==> src/rtl/rld_pkg.sv <==
package rld_pkg;

   typedef enum logic [1:0] {
      ST_SEL  = 2'd0,
      ST_OFS  = 2'd1,
      ST_RUN  = 2'd2,
      ST_HALT = 2'd3
   } rld_state_e;

endpackage

==> src/rtl/rld_sel_ctr.sv <==
module rld_sel_ctr #(
   parameter int KMAX = 8,
   localparam int GW = $clog2(KMAX + 1)
) (
   input  logic          clk,
   input  logic          rst_n,
   input  logic          clr,
   input  logic          inc,
   output logic [GW-1:0] cnt,
   output logic          full
);

   always_ff @(posedge clk or negedge rst_n) begin
      if (!rst_n)   cnt <= '0;
      else if (clr) cnt <= '0;
      else if (inc) cnt <= cnt + GW'(1);
   end

   assign full = (cnt == GW'(KMAX - 1));

endmodule

==> src/rtl/rld_ofs_reg.sv <==
module rld_ofs_reg #(
   parameter int KMAX = 8,
   localparam int GW = $clog2(KMAX + 1)
) (
   input  logic            clk,
   input  logic            rst_n,
   input  logic            load,
   input  logic [GW-1:0]   len,
   input  logic            shift,
   input  logic            bit_in,
   output logic [KMAX-1:0] value,
   output logic            last
);

   logic [GW-1:0] left;

   always_ff @(posedge clk or negedge rst_n) begin
      if (!rst_n) begin
         value <= '0;
         left  <= '0;
      end else if (load) begin
         value <= '0;
         left  <= len;
      end else if (shift) begin
         value <= {value[KMAX-2:0], bit_in};
         left  <= left - GW'(1);
      end
   end

   assign last = (left == GW'(1));

endmodule

==> src/rtl/rld_zero_ctr.sv <==
module rld_zero_ctr #(
   parameter int CW = 9
) (
   input  logic          clk,
   input  logic          rst_n,
   input  logic          load,
   input  logic [CW-1:0] load_val,
   input  logic          add,
   input  logic [CW-1:0] add_val,
   input  logic          dec,
   output logic          is_zero
);

   logic [CW-1:0] cnt;
   logic [CW-1:0] base_v;
   logic [CW-1:0] nxt;

   always_comb begin
      base_v = load ? load_val : cnt;
      nxt    = base_v + (add ? add_val : '0) - (dec ? CW'(1) : '0);
   end

   always_ff @(posedge clk or negedge rst_n) begin
      if (!rst_n) cnt <= '0;
      else        cnt <= nxt;
   end

   assign is_zero = (cnt == '0);

endmodule

==> src/rtl/rld_decomp.sv <==
module rld_decomp #(
   parameter int KMAX    = 8,
   parameter bit OVERLAP = 1'b1,
   localparam int GW = $clog2(KMAX + 1),
   localparam int CW = KMAX + 1
) (
   input  logic clk,
   input  logic rst_n,
   input  logic cw_valid,
   input  logic cw_bit,
   output logic cw_ready,
   input  logic shift_stb,
   output logic scan_data,
   output logic scan_shift,
   output logic fault
);
   import rld_pkg::*;

   initial begin
      if (KMAX < 2 || KMAX > 15) $error("rld_decomp: KMAX must lie in 2..15");
   end

   rld_state_e      state, state_nx;
   logic            take, take_one, take_zero, in_sel, in_ofs;
   logic            sel_full, ofs_last, zc_zero, ovl_ok;
   logic            emit_zero, emit_one, ofs_done, overflow;
   logic [GW-1:0]   sel_cnt, grp;
   logic [CW-1:0]   grp_base, ofs_full;
   logic [KMAX-1:0] ofs_val;

   generate
      if (OVERLAP) begin : g_overlap
         assign ovl_ok = 1'b1;
      end else begin : g_serial
         assign ovl_ok = 1'b0;
      end
   endgenerate

   assign in_sel    = (state == ST_SEL);
   assign in_ofs    = (state == ST_OFS);
   assign cw_ready  = in_sel || in_ofs;
   assign take      = cw_valid && cw_ready;
   assign take_one  = take && in_sel && cw_bit;
   assign take_zero = take && in_sel && !cw_bit;
   assign overflow  = take_one && sel_full;
   assign ofs_done  = take && in_ofs && ofs_last;

   assign grp      = sel_cnt + GW'(1);
   assign grp_base = (CW'(1) << grp) - CW'(2);
   assign ofs_full = CW'({ofs_val[KMAX-2:0], cw_bit});

   assign emit_zero = shift_stb && !zc_zero &&
                      ((in_ofs && ovl_ok) || state == ST_RUN);
   assign emit_one  = shift_stb && zc_zero && state == ST_RUN;

   rld_sel_ctr #(.KMAX(KMAX)) u_sel (
      .clk   (clk),
      .rst_n (rst_n),
      .clr   (take_zero),
      .inc   (take_one && !sel_full),
      .cnt   (sel_cnt),
      .full  (sel_full)
   );

   rld_ofs_reg #(.KMAX(KMAX)) u_ofs (
      .clk    (clk),
      .rst_n  (rst_n),
      .load   (take_zero),
      .len    (grp),
      .shift  (take && in_ofs),
      .bit_in (cw_bit),
      .value  (ofs_val),
      .last   (ofs_last)
   );

   rld_zero_ctr #(.CW(CW)) u_zero (
      .clk      (clk),
      .rst_n    (rst_n),
      .load     (take_zero),
      .load_val (grp_base),
      .add      (ofs_done),
      .add_val  (ofs_full),
      .dec      (emit_zero),
      .is_zero  (zc_zero)
   );

   always_comb begin
      state_nx = state;
      unique case (state)
         ST_SEL: begin
            if (overflow)       state_nx = ST_HALT;
            else if (take_zero) state_nx = ST_OFS;
         end
         ST_OFS:  if (ofs_done) state_nx = ST_RUN;
         ST_RUN:  if (emit_one) state_nx = ST_SEL;
         default: state_nx = ST_HALT;
      endcase
   end

   always_ff @(posedge clk or negedge rst_n) begin
      if (!rst_n) begin
         state      <= ST_SEL;
         scan_shift <= 1'b0;
         scan_data  <= 1'b0;
      end else begin
         state      <= state_nx;
         scan_shift <= emit_zero || emit_one;
         if (emit_zero || emit_one) scan_data <= emit_one;
      end
   end

   assign fault = (state == ST_HALT);

endmodule

==> config.mk <==
export PLATFORM = sky130hd
export DESIGN_NAME = rld_decomp
export DESIGN_NICKNAME = d
export VERILOG_FILES = /design/src/rtl/rld_pkg.sv /design/src/rtl/rld_sel_ctr.sv /design/src/rtl/rld_ofs_reg.sv /design/src/rtl/rld_zero_ctr.sv /design/src/rtl/rld_decomp.sv
export SDC_FILE = /design/constraint.sdc
export NUM_CORES = 1
export LEC_CHECK = 0
export ABC_AREA = 1
export BUFFER_PORTS_ARGS = -buffer_cell sky130_fd_sc_hd__clkbuf_2
export CORE_MARGIN = 4
export CORE_UTILIZATION = 62
export DETAILED_ROUTE_END_ITERATION = 10
export GPL_TIMING_DRIVEN = 0
export PLACE_DENSITY = 0.91
export SYNTH_ARGS = -nofsm -noshare
export SYNTH_HDL_FRONTEND = slang
export SYNTH_SLANG_ARGS = --single-unit
==> constraint.sdc <==
create_clock -name clk -period 3.7 [get_ports clk]
set_input_delay 0.37 -clock clk [delete_from_list [all_inputs] [get_ports clk]]
set_output_delay 0.37 -clock clk [all_outputs]
set_load 0.05 [all_outputs]
=== Word-level counts from Yosys, hierarchy flattened ===
Index checks and enable logic that the tools add are counted.

* Output and inout port bits: 4
* Flip-flop bits (word level): 28
* Bits of input ports: 5

* Shift operators: 1
* Reduce and logical (&&, ||, !) cells: 23
* Equal/unequal tests: 8
* Multiplexer cells: 14
* $add $sub $neg: 5

{| class="wikitable"
|+ Operator list
! kind !! count
|-
| two-way mux 4 bit || 4
|-
| two-way mux 7 bit || 2
|-
| logical AND 1 bit || 12
|-
| adder 9 bit || 1
|-
| zero test 9 bit || 1
|-
| two-way mux 9 bit || 1
|-
| left shift 1 x 4 -> 9 bit (first input constant) || 1
|-
| subtractor 9 x 3 -> 9 bit (second input constant) || 1
|-
| subtractor 9 bit || 1
|-
| two-way mux 2 bit || 4
|-
| two-way mux 8 bit || 1
|-
| case mux 2 bit (3 select lines) || 1
|-
| adder 4 x 1 -> 4 bit (second input constant) || 1
|-
| equality test 2 bit (second input constant) || 2
|-
| equality test 4 x 1 -> 1 bit (second input constant) || 1
|-
| equality test 4 x 3 -> 1 bit (second input constant) || 1
|-
| nonzero test 2 bit || 2
|-
| subtractor 4 x 1 -> 4 bit (second input constant) || 1
|-
| zero test 1 bit || 3
|-
| logical OR 1 bit || 3
|-
| != test 3 x 1 -> 1 bit (second input constant) || 1
|-
| AND reduction 3 bit || 1
|-
| equality test 2 x 1 -> 1 bit (second input constant) || 1
|-
| zero test 2 bit || 1
|-
| 3 further kinds || 3
|}

=== Logic depth before layout (Yosys ltp) ===
* Word-level depth: 8
* Gate-level depth with buffers: 29

=== Hierarchy ===
A second synthesis with hierarchy kept.

* Cell total of the unflattened synthesis: 340
* Area total of the unflattened synthesis: 2411.1 um^2

{| class="wikitable"
|+ Modules (own cells, without submodules)
! module !! area each (um^2) !! times used !! cells each
|-
| rld_zero_ctr || 962.2 || 1 || 148
|-
| rld_decomp || 684.4 || 1 || 108
|-
| rld_ofs_reg || 566.8 || 1 || 59
|-
| rld_sel_ctr || 197.7 || 1 || 25
|}

=== Worst setup path before layout ===
OpenSTA, ideal clock, no wires.

* Path kind: register to register
* From: reg u_sel.cnt[0]
* To: reg u_zero.cnt[8]
* Clock period less this slack: 3.076 ns
* Stages on the path, launching flop included: 29
* Path slack: 0.624 ns
* Arrival: 2.963 ns
* Library setup time: 0.113 ns
* Cells stage by stage: dfrtp_1 ha_1 inv_1 nand2_1 nand2_4 inv_2 nand2_1 nor2_2 inv_1 ha_1 inv_1 nor2_1 nand2_1 o22ai_1 nand2_1 nand2_1 nand2_1 ha_1 inv_1 ha_1 a21oi_1 o21a_1 nand2_1 nand2_1 nand2_1 inv_1 nand3_1 nand2_1 inv_1

* Word-level cells in the longest chain between the ends: 6

{| class="wikitable"
|+ Ends and longest elaborated chain
! item !! line !! RTL
|-
| from (decl) || rld_sel_ctr.sv:9 || <nowiki>output logic [GW-1:0] cnt,</nowiki>
|-
| from (signal assigned) || rld_sel_ctr.sv:16 || <nowiki>else if (inc) cnt <= cnt + GW'(1);</nowiki>
|-
| adder 4 x 1 -> 4 bit || rld_decomp.sv:48 || <nowiki>assign grp = sel_cnt + GW'(1);</nowiki>
|-
| left shift 1 x 4 -> 9 bit || rld_decomp.sv:49 || <nowiki>assign grp_base = (CW'(1) << grp) - CW'(2);</nowiki>
|-
| subtractor 9 x 3 -> 9 bit || rld_decomp.sv:49 ||
|-
| two-way mux 9 bit || rld_zero_ctr.sv:19 || <nowiki>base_v = load ? load_val : cnt;</nowiki>
|-
| adder 9 bit || rld_zero_ctr.sv:20 || <nowiki>nxt = base_v + (add ? add_val : '0) - (dec ? CW'(1) : '0);</nowiki>
|-
| subtractor 9 bit || rld_zero_ctr.sv:20 ||
|-
| net u_zero.nxt[8] || rld_zero_ctr.sv:16 || <nowiki>logic [CW-1:0] nxt;</nowiki>
|-
| to (signal assigned) || rld_zero_ctr.sv:25 || <nowiki>else cnt <= nxt;</nowiki>
|-
| to (decl) || rld_zero_ctr.sv:14 || <nowiki>logic [CW-1:0] cnt;</nowiki>
|}

The timed path passes the listed nets, and every way through them passes these cells.
A chain may end at the register's enable or synchronous reset.

=== Worst setup path in the final report ===
* From: reg state[1]
* To: reg u_zero.cnt[8]

* Word-level cells in the longest chain between the ends: 8

{| class="wikitable"
|+ Ends and longest elaborated chain
! item !! line !! RTL
|-
| from (decl) || rld_decomp.sv:23 || <nowiki>rld_state_e state, state_nx;</nowiki>
|-
| from (signal assigned) || rld_decomp.sv:106 || <nowiki>state <= state_nx;</nowiki>
|-
| equality test 2 x 1 -> 1 bit / zero test 2 bit (equally long branches) || rld_decomp.sv:40, rld_decomp.sv:39 ||
|-
| logical OR 1 bit || rld_decomp.sv:41 || <nowiki>assign cw_ready = in_sel || in_ofs;</nowiki>
|-
| logical AND 1 bit || rld_decomp.sv:42 || <nowiki>assign take = cw_valid && cw_ready;</nowiki>
|-
| logical AND 1 bit, on equally long branches (2 in series) || rld_decomp.sv:44, rld_decomp.sv:46 ||
|-
| two-way mux 9 bit / two-way mux 8 bit (equally long branches) || rld_zero_ctr.sv:19, rld_zero_ctr.sv:20 ||
|-
| adder 9 bit || rld_zero_ctr.sv:20 ||
|-
| subtractor 9 bit * || rld_zero_ctr.sv:20 ||
|-
| net u_zero.nxt[8] || rld_zero_ctr.sv:16 ||
|}

The timed path passes the listed nets; every way through them passes the cells marked *.

==> impl_results.md <==
- ANT nets after route: 0
- Crit Path Category: reg2reg
- Number of global-route vias before repair: 1765
- Final Skew: 0.00405 ns
- Share of layout cells above drive strength 1: 0.158
- Tightest Pin Transition: 0.723 ns
- Avg Cell Area, Syn: 7.59 um^2
- CP required: 3.94 ns
- CTS buffer count: 3
- I/O Pins: 9
- Via density: 5.27
- Core area: 3340 um^2
- CTS root buffer: clkbuf_4
- Yosys cell types: 31
- Initial antenna violation count: 0
- Routed WL: 4300 um
- Post-Syn Nets: 318
- Final Max Tran Viols: 0
- Syn. warnings: 0
- Crit path capture type: flop
- CTS tree: done
- GR Overflow Total: 0
- Final #Nets: 339
- R2R Setup Slk: 0.37 ns
- Run status: completed
- Crit Reg-Reg Endpoint: u_zero.cnt[8]$_DFF_PN0_
- Relative slew slack: 0.518
- Hold slack: 0.0638 ns
- First-pass GRT wire length: 7600 um
- Hold Crit Class: in2async
- Post-Syn Instances: 284
- Register area share after synthesis: 0.325
- Final setup viols: 0
- Crit path from: state[1]$_DFFE_PN0P_
- H-tree levels: 1
- Slowest cell on crit path: dfrtp_1
- IO buf count: 8
- Routed wire length per instance: 12.3 um
- Clock Path Buffers: 2
- Cell repeated most along the worst path: nand2_1
- Max Cap Violations: 0
- Clock Latency Late Sink: 0.32 ns
- Critical Path Max Stage Delay: 0.43 ns
- Vias: 1844
- Mapped Area: 2150 um^2
- Unrepaired setup endpoints after global routing: no
- Placer Congestion: 0.867
- Largest net degree at the start of global routing: 29
- GRT Util Overall: 0.219
- Clk sinks: 28
- Critical R2R Launch: state[1]$_DFFE_PN0P_
- Area grow syn2layout: 10.3%
- Final min period: 3.33 ns
- Worst reg2reg path depth: 22
- ANT cells: 0
- CP Cell Sequence: inv_1 -> ha_1 -> nand2_1 -> nor2_4 -> inv_1 -> buf_2 -> nor4_1 -> a21oi_1 -> ha_1 -> inv_1 -> ha_1 -> fa_1 -> nand3_1 -> nand2_1 -> nand2_1 -> nand2_1 -> nand2_1 -> nand2_1 -> inv_1 -> nand3_1 -> nand2_1 -> inv_1
- Die X: 67.0 um
- CP startpoint kind: flop
- Crit-path max FO: 10
- Register bit total from synthesis: 28
- Worst EP arrival: 3.57 ns
- Die area: 4480 um^2
- Tcrit/Tclk final: 0.899
- Post-CTS Hold Fix Bufs: 0
- Initial cell density of the core: 0.646
- Clk pin slew, worst setup/hold paths: 0.15 ns
- Iteration-0 DRC Markers: 103
- Row cnt: 21
- Setup TNS Final: 0 ns
- Fmax achieved: 301 MHz
- Final hold violations: 0
- First-pass DRT Iterations: 4
- DP HPWL: 3360 um
- Fill count: 256
- Residual DRC: 0
- Die height: 67.0 um
- Post-Route Utilization: 0.712
[cells in the final DEF (no fill, tap or decap)]
master / netlist / final
or2_2: 4 / 4
nor2_4: 2 / 2
o221ai_1: 1 / 1
a21oi_1: 14 / 14
nand4_1: 5 / 5
xor2_1: 7 / 7
buf_2: 1 / 1
nand2_2: 3 / 3
dfrtp_1: 28 / 26
inv_2: 4 / 4
nor3_1: 2 / 1
nand2_1: 61 / 61
buf_6: 1 / 1
o22ai_1: 8 / 8
nor2_1: 18 / 17
o21a_1: 1 / 1
bufinv_16: 0 / 1
dfrtp_2: 0 / 2
fa_1: 1 / 1
o31ai_1: 1 / 1
clkbuf_4: 0 / 3
nand3b_1: 1 / 1
xnor2_1: 1 / 1
inv_1: 48 / 48
buf_4: 1 / 9
nand3_1: 15 / 15
clkbuf_2: 0 / 8
nor3_2: 1 / 2
ha_1: 28 / 27
ha_2: 0 / 1
a21oi_2: 1 / 1
o211ai_1: 1 / 1
o21ai_0: 19 / 19
nor2_2: 4 / 5
nand2_4: 1 / 1
nor4_1: 1 / 1
[state kept, by name, summed over array words and instances, names as in the netlist]
signal,flops
u_zero.cnt,9
u_ofs.value,7
u_ofs.left,4
u_sel.cnt,4
state,2
scan_data,1
scan_shift,1
[cell type report]
class	count	area [um^2]	area share
clock inverter	1	30.0	0.0126
sequential	28	703	0.296
clock buffer	3	22.5	0.00947
tap	46	57.6	0.0242
inverter	52	195	0.0821
buffer	3	23.8	0.0100
timing repair buffer	16	100	0.0421
multi-input combinational	201	1240	0.524
[cells in the mapped netlist (all sizes together)]
cell / count / area [um^2]
a21oi: 15 / 78.8
buf: 3 / 23.8
dfrtp: 28 / 701
fa: 1 / 20.0
ha: 28 / 350
inv: 52 / 195
nand2: 65 / 259
nand3: 15 / 75.1
nand3b: 1 / 7.51
nand4: 5 / 31.3
nor2: 24 / 115
nor3: 3 / 20.0
nor4: 1 / 6.26
o211ai: 1 / 7.51
o21a: 1 / 7.51
o21ai: 19 / 95.1
o221ai: 1 / 8.76
o22ai: 8 / 50.1
o31ai: 1 / 7.51
or2: 4 / 25.0
xnor2: 1 / 8.76
xor2: 7 / 61.3
[metal layers]
metal | share of wire | track usage | up-vias | routed length [um]
li1 | - | - | 958 | -
met1 | 0.48 | 0.292 | 853 | 2050
met2 | 0.49 | 0.392 | 31 | 2120
met3 | 0.026 | 0.0202 | 2 | 112
met4 | 0.0033 | 0.0329 | 0 | 14
met5 | 0 | 0 | - | 0
[critical path, delay by kind of cell (launching register included)]
family | cells | cell delay, ns
and+or+nand+nor | 11 | 1.11
adders and majority gates | 4 | 1.11
buffers and inverters | 6 | 0.48
DFF | 1 | 0.43
AOI/OAI and AO/OA | 1 | 0.11
[worst max path at each step]
stage                                   end  depth (start not counted)
floorplan           u_zero.cnt[8]$_DFF_PN0_                         28
global route        u_zero.cnt[8]$_DFF_PN0_                         28
CTS                 u_zero.cnt[8]$_DFF_PN0_                         22
finish              u_zero.cnt[8]$_DFF_PN0_                         22
global placement    u_zero.cnt[8]$_DFF_PN0_                         28
detailed placement  u_zero.cnt[8]$_DFF_PN0_                         22
[through the flow]
stage	worst slack, ns	std cells	area (um^2)
3_3_place_gp	0.360	338	2250
6_report	0.375	350	2380
3_5_place_dp	0.283	338	2250
4_1_cts	0.248	342	2300
2_1_floorplan	0.624	284	2150
5_1_grt	0.0166	350	2380
[what timing repair did]
item                       in CTS  in global routing
setup buffers                   0                  8
setup endpoints to repair       0                  1
resized for setup               0                  5
[cells by family after synthesis]
kind of cell	synth area share
XOR/XNOR	0.0325
buffers and inverters	0.102
AND/OR/NAND/NOR	0.250
adder cells (fa/ha/maj)	0.172
flip-flops	0.325
AO/OA/AOI/OAI	0.118
Power is not shown: default switching activity piles up to over one toggle a cycle in this logic, so the estimate is an artifact.
